--- src/rtl/gpio_bank_pkg.sv ---
package gpio_bank_pkg;
  localparam int REG_W = 32;
  localparam int NUM_REG_TYPES = 10;

  typedef enum logic [3:0] {
    RT_SET   = 4'd0,
    RT_CLR   = 4'd1,
    RT_OUT   = 4'd2,
    RT_IN    = 4'd3,
    RT_OE    = 4'd4,
    RT_STAT  = 4'd5,
    RT_ENA   = 4'd6,
    RT_IDENT = 4'd7,
    RT_FSEL0 = 4'd8,
    RT_FSEL1 = 4'd9
  } reg_type_e;

  // Number of 32-pin banks for a given pin count.
  function automatic int bank_count(int pins);
    return 1 + (pins - 1) / REG_W;
  endfunction
endpackage

--- src/rtl/gpio_bus_decode.sv ---
module gpio_bus_decode import gpio_bank_pkg::*; #(
  parameter int ADDR_W = 10,
  parameter int BANKS  = 1,
  localparam int BANK_W = (BANKS > 1) ? $clog2(BANKS) : 1
) (
  input  logic [ADDR_W-1:0] addr,
  output reg_type_e         rtype,
  output logic [BANK_W-1:0] bank,
  output logic              hit
);
  int unsigned word_idx;
  int unsigned type_idx;

  // Kind-major layout: word = kind * BANKS + bank.
  always_comb begin
    word_idx = 32'(addr[ADDR_W-1:2]);
    type_idx = word_idx / BANKS;
    bank     = BANK_W'(word_idx % BANKS);
    rtype    = reg_type_e'(type_idx[3:0]);
    hit      = (addr[1:0] == 2'b00) && (type_idx < NUM_REG_TYPES);
  end
endmodule

--- src/rtl/gpio_irq_unit.sv ---
module gpio_irq_unit #(
  parameter int NUM_PINS = 22
) (
  input  logic                clk,
  input  logic                rst_n,
  input  logic [NUM_PINS-1:0] pad_in,
  input  logic [NUM_PINS-1:0] gpio_mode,
  input  logic [NUM_PINS-1:0] w1c_mask,
  input  logic [NUM_PINS-1:0] ena,
  output logic [NUM_PINS-1:0] in_sync,
  output logic [NUM_PINS-1:0] rise,
  output logic [NUM_PINS-1:0] stat,
  output logic [NUM_PINS-1:0] ident,
  output logic                irq
);
  logic [NUM_PINS-1:0] sync1_q, sync2_q, prev_q;

  always_ff @(posedge clk or negedge rst_n) begin
    if (!rst_n) begin
      sync1_q <= '0;
      sync2_q <= '0;
      prev_q  <= '0;
      stat    <= '0;
    end else begin
      sync1_q <= pad_in;
      sync2_q <= sync1_q;
      prev_q  <= sync2_q;
      stat    <= (stat & ~w1c_mask) | rise;  // set beats clear
    end
  end

  assign in_sync = sync2_q;
  assign rise    = sync2_q & ~prev_q & gpio_mode;
  assign ident   = stat & ena;
  assign irq     = |ident;
endmodule

--- src/rtl/gpio_pad_mux.sv ---
module gpio_pad_mux #(
  parameter int NUM_PINS = 22
) (
  input  logic [NUM_PINS-1:0]   fsel0,
  input  logic [NUM_PINS-1:0]   fsel1,
  input  logic [NUM_PINS-1:0]   gpio_out,
  input  logic [NUM_PINS-1:0]   gpio_oe,
  input  logic [3*NUM_PINS-1:0] periph_out,
  input  logic [3*NUM_PINS-1:0] periph_oe,
  output logic [NUM_PINS-1:0]   pad_out,
  output logic [NUM_PINS-1:0]   pad_oe,
  output logic [NUM_PINS-1:0]   gpio_mode
);
  for (genvar p = 0; p < NUM_PINS; p++) begin : g_pin
    logic [1:0] code;
    logic [1:0] slot;
    logic [2:0] po, pe;
    assign code = {fsel1[p], fsel0[p]};
    assign slot = code - 2'd1;
    assign po   = periph_out[3*p +: 3];
    assign pe   = periph_oe[3*p +: 3];
    assign gpio_mode[p] = (code == 2'd0);
    assign pad_out[p]   = (code == 2'd0) ? gpio_out[p] : po[slot];
    assign pad_oe[p]    = (code == 2'd0) ? gpio_oe[p]  : pe[slot];
  end
endmodule

--- src/rtl/gpio_bank_ctrl.sv ---
module gpio_bank_ctrl import gpio_bank_pkg::*; #(
  parameter int NUM_PINS = 22,
  parameter int ADDR_W   = 10
) (
  input  logic                  clk,
  input  logic                  rst_n,
  input  logic                  bus_we,
  input  logic [ADDR_W-1:0]     bus_addr,
  input  logic [31:0]           bus_wdata,
  output logic [31:0]           bus_rdata,
  input  logic [NUM_PINS-1:0]   pad_in,
  output logic [NUM_PINS-1:0]   pad_out,
  output logic [NUM_PINS-1:0]   pad_oe,
  input  logic [3*NUM_PINS-1:0] periph_out,
  input  logic [3*NUM_PINS-1:0] periph_oe,
  output logic                  irq_out
);
  localparam int BANKS  = bank_count(NUM_PINS);
  localparam int BANK_W = (BANKS > 1) ? $clog2(BANKS) : 1;
  localparam int SPAN   = BANKS * REG_W;

  reg_type_e           dec_type;
  logic [BANK_W-1:0]   dec_bank;
  logic                dec_hit;
  logic                wr_ok, wr_unmapped;
  logic [NUM_REG_TYPES-1:0] wr_type;

  logic [NUM_PINS-1:0] sel_pin, wbit, wsel;
  logic [NUM_PINS-1:0] set_mask, clr_mask, w1c_mask;
  logic [NUM_PINS-1:0] out_q, oe_q, ena_q, fsel0_q, fsel1_q;
  logic [NUM_PINS-1:0] in_sync, rise_vec, stat_vec, ident_vec, gpio_mode;
  logic [SPAN-1:0]     unused_wide_wdata;

  gpio_bus_decode #(.ADDR_W(ADDR_W), .BANKS(BANKS)) u_dec (
    .addr(bus_addr), .rtype(dec_type), .bank(dec_bank), .hit(dec_hit)
  );

  assign wr_ok       = bus_we & dec_hit;
  assign wr_unmapped = bus_we & ~dec_hit;

  always_comb begin
    for (int i = 0; i < NUM_REG_TYPES; i++)
      wr_type[i] = wr_ok && (dec_type == reg_type_e'(i[3:0]));
  end

  // Map one bank word onto the pins of that bank.
  assign unused_wide_wdata = {BANKS{bus_wdata}};
  for (genvar p = 0; p < NUM_PINS; p++) begin : g_sel
    assign sel_pin[p] = (dec_bank == BANK_W'(p / REG_W));
    assign wbit[p]    = unused_wide_wdata[p];
  end
  assign wsel     = sel_pin & wbit;
  assign set_mask = wr_type[RT_SET]  ? wsel : '0;
  assign clr_mask = wr_type[RT_CLR]  ? wsel : '0;
  assign w1c_mask = wr_type[RT_STAT] ? wsel : '0;

  // Replace the selected bank's bits of a vector with the write data.
  function automatic logic [NUM_PINS-1:0] load_bank(
    logic [NUM_PINS-1:0] old, logic [NUM_PINS-1:0] sel, logic [NUM_PINS-1:0] d);
    return (old & ~sel) | (d & sel);
  endfunction

  always_ff @(posedge clk or negedge rst_n) begin
    if (!rst_n) begin
      out_q   <= '0;
      oe_q    <= '0;
      ena_q   <= '0;
      fsel0_q <= '0;
      fsel1_q <= '0;
    end else begin
      if (wr_type[RT_OUT]) out_q <= load_bank(out_q, sel_pin, wbit);
      else                 out_q <= (out_q & ~clr_mask) | set_mask;
      if (wr_type[RT_OE])    oe_q    <= load_bank(oe_q, sel_pin, wbit);
      if (wr_type[RT_ENA])   ena_q   <= load_bank(ena_q, sel_pin, wbit);
      if (wr_type[RT_FSEL0]) fsel0_q <= load_bank(fsel0_q, sel_pin, wbit);
      if (wr_type[RT_FSEL1]) fsel1_q <= load_bank(fsel1_q, sel_pin, wbit);
    end
  end

  gpio_irq_unit #(.NUM_PINS(NUM_PINS)) u_irq (
    .clk(clk), .rst_n(rst_n), .pad_in(pad_in), .gpio_mode(gpio_mode),
    .w1c_mask(w1c_mask), .ena(ena_q), .in_sync(in_sync), .rise(rise_vec),
    .stat(stat_vec), .ident(ident_vec), .irq(irq_out)
  );

  gpio_pad_mux #(.NUM_PINS(NUM_PINS)) u_mux (
    .fsel0(fsel0_q), .fsel1(fsel1_q), .gpio_out(out_q), .gpio_oe(oe_q),
    .periph_out(periph_out), .periph_oe(periph_oe),
    .pad_out(pad_out), .pad_oe(pad_oe), .gpio_mode(gpio_mode)
  );

  // Pick one bank word out of a zero-padded pin vector.
  function automatic logic [REG_W-1:0] bank_word(
    logic [NUM_PINS-1:0] v, logic [BANK_W-1:0] b);
    logic [SPAN-1:0] wide;
    wide = '0;
    wide[NUM_PINS-1:0] = v;
    return wide[int'(b)*REG_W +: REG_W];
  endfunction

  always_comb begin
    unique case (dec_type)
      RT_OUT:   bus_rdata = bank_word(out_q, dec_bank);
      RT_IN:    bus_rdata = bank_word(in_sync, dec_bank);
      RT_OE:    bus_rdata = bank_word(oe_q, dec_bank);
      RT_STAT:  bus_rdata = bank_word(stat_vec, dec_bank);
      RT_ENA:   bus_rdata = bank_word(ena_q, dec_bank);
      RT_IDENT: bus_rdata = bank_word(ident_vec, dec_bank);
      RT_FSEL0: bus_rdata = bank_word(fsel0_q, dec_bank);
      RT_FSEL1: bus_rdata = bank_word(fsel1_q, dec_bank);
      default:  bus_rdata = '0;
    endcase
    if (!dec_hit) bus_rdata = '0;
  end
endmodule

--- config.mk ---
export PLATFORM = sky130hd
export DESIGN_NAME = gpio_bank_ctrl
export DESIGN_NICKNAME = d
export VERILOG_FILES = /design/src/rtl/gpio_bank_pkg.sv /design/src/rtl/gpio_bus_decode.sv /design/src/rtl/gpio_irq_unit.sv /design/src/rtl/gpio_pad_mux.sv /design/src/rtl/gpio_bank_ctrl.sv
export SDC_FILE = /design/constraint.sdc
export NUM_CORES = 1
export LEC_CHECK = 0
export ABC_AREA = 0
export BUFFER_PORTS_ARGS = -buffer_cell sky130_fd_sc_hd__buf_2
export CAP_MARGIN = 20
export CORE_UTILIZATION = 25
export CTS_CLUSTER_SIZE = 8
export DETAILED_ROUTE_END_ITERATION = 10
export PLACE_DENSITY_LB_ADDON = 0.12
export SETUP_SLACK_MARGIN = 0.05
export SLEW_MARGIN = 20
export SYNTH_ARGS = -nofsm -noshare
export SYNTH_HDL_FRONTEND = slang
export SYNTH_SLANG_ARGS = --single-unit
export TNS_END_PERCENT = 5
--- constraint.sdc ---
create_clock -name clk -period 2 [get_ports clk]
set_clock_uncertainty 0.05 [all_clocks]
set_input_delay 0 -clock clk [delete_from_list [all_inputs] [get_ports clk]]
set_output_delay 0 -clock clk [all_outputs]
set_load 0.01 [all_outputs]
==> impl_metrics.csv, run 1 <==
group,metric,value,unit
status,status,"finished with violations",
status,violations,"setup timing",
global_route,antenna_found_initial,1,
setup_path,path_max_fanout,2,
setup_path,reg2reg_slack,0.93,ns
setup_path,reg2reg_depth,4,
placement,routabilityCongestion,0.785,
sta,setup_viol_count_final,2,
drt,firstDrtPassIters,5,
clock_network,clock_latency,0.45,ns
hold_path,hold_path.class,"in -> async",
setup_path,endpoint_kind,"output pin",
drt,drtIter0Drc,541,
clock_network,cts-root-buf,"clkbuf_16",
final_layout,nNetsFinal,1466,
global_route,grt_max_degree,73,
drt,wl_per_cell,20.7,um
synth,synth_seq_cells,198,
floorplanning,start_util,25.4,%
placement,dp_hpwl,26.9,mm
global_route,grt_pass1_vias,8852,
synth,synth_cell_type_count,54,
synth,ys.flop_type,"dfrtp_1",
pwr,leakage,6.25,nW
final_layout,layout-drive-gt1-share,36.7,%
clock_network,cts_tree,"done",
clock_network,numCtsBuffers,17,
floorplanning,die_area,41100,um2
floorplanning,pin_count,276,
final_layout,final_util,34.8,%
drt,drc_errors,0,
synth,synth.cell_area,10100,um2
floorplanning,core,39700,um2
sta,max_freq,482,MHz
synth,syn_area_per_cell,11.2,um2
global_route,grt_pass1_wl,55.9,mm
setup_path,crit_arrival,2.03,ns
clock_network,clkSinkCount,198,
clock_network,cts.clk_slew.worst_paths,0.07,ns
job,maxCapViolCount,0,
drt,ant_nets,0,
sta,fin_crit,2.08,ns
floorplanning,die_y,203,um
final_layout,fin_area,13800,um2
floorplanning,row_count,73,
drt,post_drt_via_cell_ratio,4.84,
setup_path,crit_type,"reg -> out",
setup_path,cp-start-kind,"register",
synth,synth_edf_count,0,
clock_network,cts_max_level,4,
sta,finalHoldViolCount,0,
synth,async_flop_share,100,%
synth,ys_seq_area_share,49.2,%
drt,vias,8625,
final_layout,area_growth,37.2,%
global_route,overflow,0,
sta,timing.final.max_slew_violations,0,
floorplanning,die_w,203,um
placement,numPortBuffers,255,
sta,fin_crit_sh,104,%
sta,rsz0062_at_grt,"yes",
synth,syn_inst,897,
setup_path,r2r-end,"u_irq.stat[12]",
pwr,powerDensity,617,nW/um2
drt,wl,37.0,mm
setup_path,timing.rr.start,"fsel0_q[12]",
global_route,grt_usage,18.3,%
synth,yosys_warnings,0,
clock_network,clock_path_buffers,2,
final_layout,fill_cells,4128,
placement,postPlaceCellArea,12400,um2
setup_path,required,1.95,ns
sta,layout_setup_ws,-0.0768,ns
pwr,ir_drop,0.000595,V
-- worst max-delay path, stage by stage (launching register included) --
cell and delay, ns:
dfrtp_1 0.42, a22o_1 0.26, a221oi_2 0.20, buf_4 0.16, nand4_1 0.09, nand4b_1 0.26
buf_2 0.20
-- Yosys cell counts, drive strengths merged (2+ instances only) --
cell type,number,share of area (%)
dfrtp,198,49
nand2,94,3.5
mux2,91,10
inv,48,1.8
mux2i,45,4.5
a31oi,37,2.3
a21oi,33,1.6
a22oi,31,2.3
buf,31,2.2
o21ai,28,1.4
a211oi,26,1.9
a21o,26,1.9
nor2,24,0.94
a32o,22,2.2
ha,22,2.7
o2bb2ai,22,1.9
clkbuf,18,0.67
a32oi,16,1.4
nand2b,13,0.81
a22o,8,0.70
o21bai,6,0.45
o221ai,6,0.52
or2,6,0.37
a221oi,4,0.35
a222oi,4,0.40
nand3b,4,0.30
nor3,4,0.41
nor4,4,0.67
o22a,4,0.35
nand3,3,0.15
nor2b,3,0.19
o221a,3,0.34
nand4b,2,0.32
-- sequential cells by signal, indices dropped and copies added (netlist names) --
signal         count
ena_q             22
fsel0_q           22
fsel1_q           22
oe_q              22
out_q             22
u_irq.in_sync     22
u_irq.prev_q      22
u_irq.stat        22
u_irq.sync1_q     22
-- layer usage --
layer / vias up / GRT usage, % / share of wire, %
li1: 4061 / - / -
met1: 4334 / 25.2 / 47
met2: 211 / 30.0 / 48
met3: 19 / 2.73 / 3.9
met4: 0 / 4.40 / 0.93
met5: - / 0 / 0
-- per-stage QoR --
| stage | total power [mW] | TNS [ns] | hold slack, ns | worst slack (ns) | std cells |
|---|---|---|---|---|---|
| final | 8.53 | -0.0813 | 0.0122 | -0.0768 | 1783 |
| after global routing | 8.89 | -0.576 | 0.0643 | -0.156 | 1783 |
| after CTS | 8.66 | -0.227 | 0.0200 | -0.144 | 1780 |
| after detailed placement | 5.04 | 0 | -0.0496 | 0.00636 | 1702 |
| after global placement | 5.04 | -0.0344 | -0.0530 | -0.00869 | 1702 |
| after floorplan | 4.51 | 0 | -0.346 | 0.258 | 906 |
-- power breakdown --
group          internal [mW]  total (mW)  leakage [nW]  switching, mW
clock                   1.85        3.48         0.286           1.63
combinational          0.411       0.880          3.49          0.470
sequential              4.10        4.17          2.47         0.0720
total                   6.36        8.53          6.25           2.17
-- cells in the final DEF (no fill, tap or decap), types with 31 or more instances in the layout --
master         netlist  final
dlygate4sd3_1        0     45
mux2_1              80     80
dfrtp_1            198    186
buf_4               17     59
a22oi_1             31     31
mux2i_1             45     43
a31oi_1             37     35
nand2_1             94     94
buf_2                7    253
a21oi_1             33     33
-- cell type report --
| cell class | instances | area, um2 | share of cell area, % |
|---|---|---|---|
| sequential | 198 | 4970 | 35.9 |
| clock buffer | 21 | 480 | 3.48 |
| inverter | 48 | 180 | 1.30 |
| timing repair buffer | 369 | 2380 | 17.2 |
| clock inverter | 10 | 96.3 | 0.697 |
| tap | 525 | 657 | 4.75 |
| multi-input combinational | 611 | 5060 | 36.6 |
| antenna | 1 | 2.50 | 0.0181 |
-- cell families (layout without fill, tap and decap cells) --
group	count (synthesis)	in the layout	share of synthesized area [%]
buffers and inverters	97	448	4.70
multiplexers	136	136	14.6
other	1	11	0.0372
AO/OA/AOI/OAI	277	277	20.2
flip-flops	198	198	49.2
adder cells (fa/ha/maj)	22	22	2.73
AND/OR/NAND/NOR	166	166	8.57
-- worst max-delay path by stage --
| stage | start | endpoint | slack, ns | depth (start not counted) |
|---|---|---|---|---|
| 2_1_floorplan | bus_addr[6] | fsel1_q[10] | 0.26 | 7 |
| 6_report | u_irq.stat[20] | irq_out | -0.08 | 6 |
| 4_1_cts | ena_q[20] | irq_out | -0.14 | 6 |
| 5_1_grt | ena_q[20] | irq_out | -0.16 | 6 |
| 3_3_place_gp | bus_addr[6] | u_irq.stat[4] | -0.009 | 7 |
| 3_5_place_dp | bus_addr[6] | oe_q[16] | 0.006 | 6 |
-- timing repair --
item                       in CTS  in global routing
cloned                          0                  0
pin swaps                       5                 29
buffers inserted                2                  2
gates resized for setup        57                 33
hold buffers                   45                  0
setup endpoints to repair      45                 43
hold endpoints to repair      352                  0
Power figures use the tool's default switching activity.
==> inputs of run 2 (changes only) <==
--- a/config.mk
+++ b/config.mk
@@ -8,7 +8,9 @@
 export ABC_AREA = 0
 export BUFFER_PORTS_ARGS = -buffer_cell sky130_fd_sc_hd__buf_2
 export CAP_MARGIN = 20
-export CORE_UTILIZATION = 25
+export CELL_PAD_IN_SITES_DETAIL_PLACEMENT = 1
+export CELL_PAD_IN_SITES_GLOBAL_PLACEMENT = 1
+export CORE_UTILIZATION = 45
 export CTS_CLUSTER_SIZE = 8
 export DETAILED_ROUTE_END_ITERATION = 10
 export PLACE_DENSITY_LB_ADDON = 0.12
@@ -16,5 +18,6 @@
 export SLEW_MARGIN = 20
 export SYNTH_ARGS = -nofsm -noshare
 export SYNTH_HDL_FRONTEND = slang
+export SYNTH_HIERARCHICAL = 1
 export SYNTH_SLANG_ARGS = --single-unit
 export TNS_END_PERCENT = 5
==> impl_metrics.csv, run 2 <==
group,metric,value,unit
status,status,"finished with violations",
status,violations,"setup timing",
placement,routabilityCongestion,0.820,
floorplanning,pin_count,276,
placement,postPlaceCellArea,12900,um2
floorplanning,row_count,56,
drt,wl,36.9,mm
sta,finalSetupTns,-0.731,ns
global_route,overflow,0,
pwr,ir_drop,0.000359,V
drt,vias,9397,
drt,drtIter0Drc,614,
synth,syn_area_per_cell,11.2,um2
floorplanning,start_util,46.2,%
final_layout,layout-drive-gt1-share,44.1,%
pwr,powerDensity,581,nW/um2
drt,post_drt_via_cell_ratio,5.72,
drt,ant_nets,0,
synth,yosys_warnings,6,
synth,syn_inst,975,
placement,numPortBuffers,255,
sta,rsz0062_at_grt,"yes",
synth,synth.cell_area,10900,um2
final_layout,area_growth,32.5,%
global_route,antenna_found_initial,1,
setup_path,path_max_fanout,2,
pwr,leakage,6.98,nW
hold_path,hold_depth,2,
clock_network,clkSinkCount,198,
drt,wl_per_cell,22.4,um
sta,max_freq,391,MHz
floorplanning,die_w,158,um
clock_network,clock_path_buffers,2,
setup_path,endpoint_kind,"output pin",
clock_network,numCtsBuffers,17,
global_route,grt_pass1_wl,56.6,mm
clock_network,cts_max_level,4,
clock_network,clock_latency,0.44,ns
floorplanning,die_area,24900,um2
final_layout,nNetsFinal,1532,
pwr,comb_power_share,11.3,%
pwr,internal_power,6.22,mW
floorplanning,core,23700,um2
setup_path,crit_type,"reg -> out",
final_layout,fin_area,14500,um2
setup_path,reg2reg_depth,4,
clock_network,cts.clk_slew.worst_paths,0.08,ns
final_layout,layout_common_cells,"252 x buf_2, 180 x dfrtp_1, 74 x mux2_2",
sta,fin_crit,2.56,ns
drt,drc_errors,0,
sta,layout_setup_ws,-0.556,ns
pwr,swShare,26.1,%
floorplanning,die_y,158,um
hold_path,hold_path.class,"in -> reg",
job,maxCapViolCount,0,
setup_path,cp-start-kind,"register",
final_layout,final_common_cell,"buf_2",
global_route,grt_usage,30.2,%
clock_network,cts-root-buf,"clkbuf_16",
clock_network,cts_tree,"done",
pwr,p_sw,2.20,mW
sta,finalHoldViolCount,0,
global_route,grt_max_degree,64,
sta,setup_viol_count_final,16,
pwr,totalPowerFinal,8.41,mW
setup_path,required,1.95,ns
drt,firstDrtPassIters,5,
sta,fin_crit_sh,128,%
global_route,grt_pass1_vias,10000,
pwr,power_frac_seq,49.2,%
setup_path,crit_arrival,2.51,ns
sta,timing.final.max_slew_violations,0,
pwr,clkPwrFrac,39.5,%
placement,dp_hpwl,24.5,mm
[run 2: path summary, 6_finish.rpt]
check / startpoint / end / slack [ns]
worst min-delay path: pad_in[11] / u_irq/sync1_q[11] / 0.14
min in group asynchronous: rst_n / async pin / 0.54
worst max register to register: register / u_irq/stat[10] / 0.88
max in group asynchronous: rst_n / u_irq/prev_q[13] / 0.39
worst min register to register: u_irq/sync1_q[1] / u_irq/in_sync[1] / 0.30
worst max-delay path: u_irq/stat[4] / irq_out / -0.56
[run 2: metal layers]
layer,GRT usage (%),vias up,routed length [um]
met3,4.22,63,1790
met4,9.75,0,889
met2,52.6,315,18600
met1,38.4,4763,15600
li1,-,4256,-
met5,0,-,0
[run 2: worst max-delay path, cell delays in order (launching register included)]
cell	delay, ns
dfrtp_1	0.40
and2_1	0.18
or4_1	0.50
or4_4	0.46
or3_4	0.40
buf_6	0.13
[run 2: final cells by class]
type	instances	area, um2
antenna	1	2.50
clock buffer	19	443
clock inverter	13	114
fill	2562	9200
inverter	67	251
multi-input combinational	656	5890
sequential	198	4980
tap	319	399
timing repair buffer	371	2410
[run 2: power by group through the flow]
stage          Sequential, mW  Combinational, mW  Clock [mW]
2_1_floorplan            4.19              0.351           0
3_3_place_gp             4.21              0.773           0
3_5_place_dp             4.21              0.791           0
4_1_cts                  4.14              0.927        3.39
5_1_grt                  4.15               1.02        3.54
6_report                 4.14              0.950        3.33
[run 2: repair_timing]
action / CTS / global route
pin swaps: 38 / 14
setup buffers: 3 / 6
setup endpoints to repair: 46 / 54
hold buffers: 47 / 0
endpoints found under the hold margin: 352 / 0
gates resized for setup: 98 / 26
[run 2: metrics by stage]
stage / hold slack, ns / instances / util [%] / worst slack, ns
2_1_floorplan: -0.346 / 984 / - / 0.0982
3_3_place_gp: -0.104 / 1555 / 54.3 / -0.195
3_5_place_dp: -0.101 / 1555 / 54.3 / -0.212
4_1_cts: 0.130 / 1637 / 60.7 / -0.537
5_1_grt: 0.136 / 1644 / 61.2 / -0.598
6_report: 0.141 / 1644 / 61.2 / -0.556
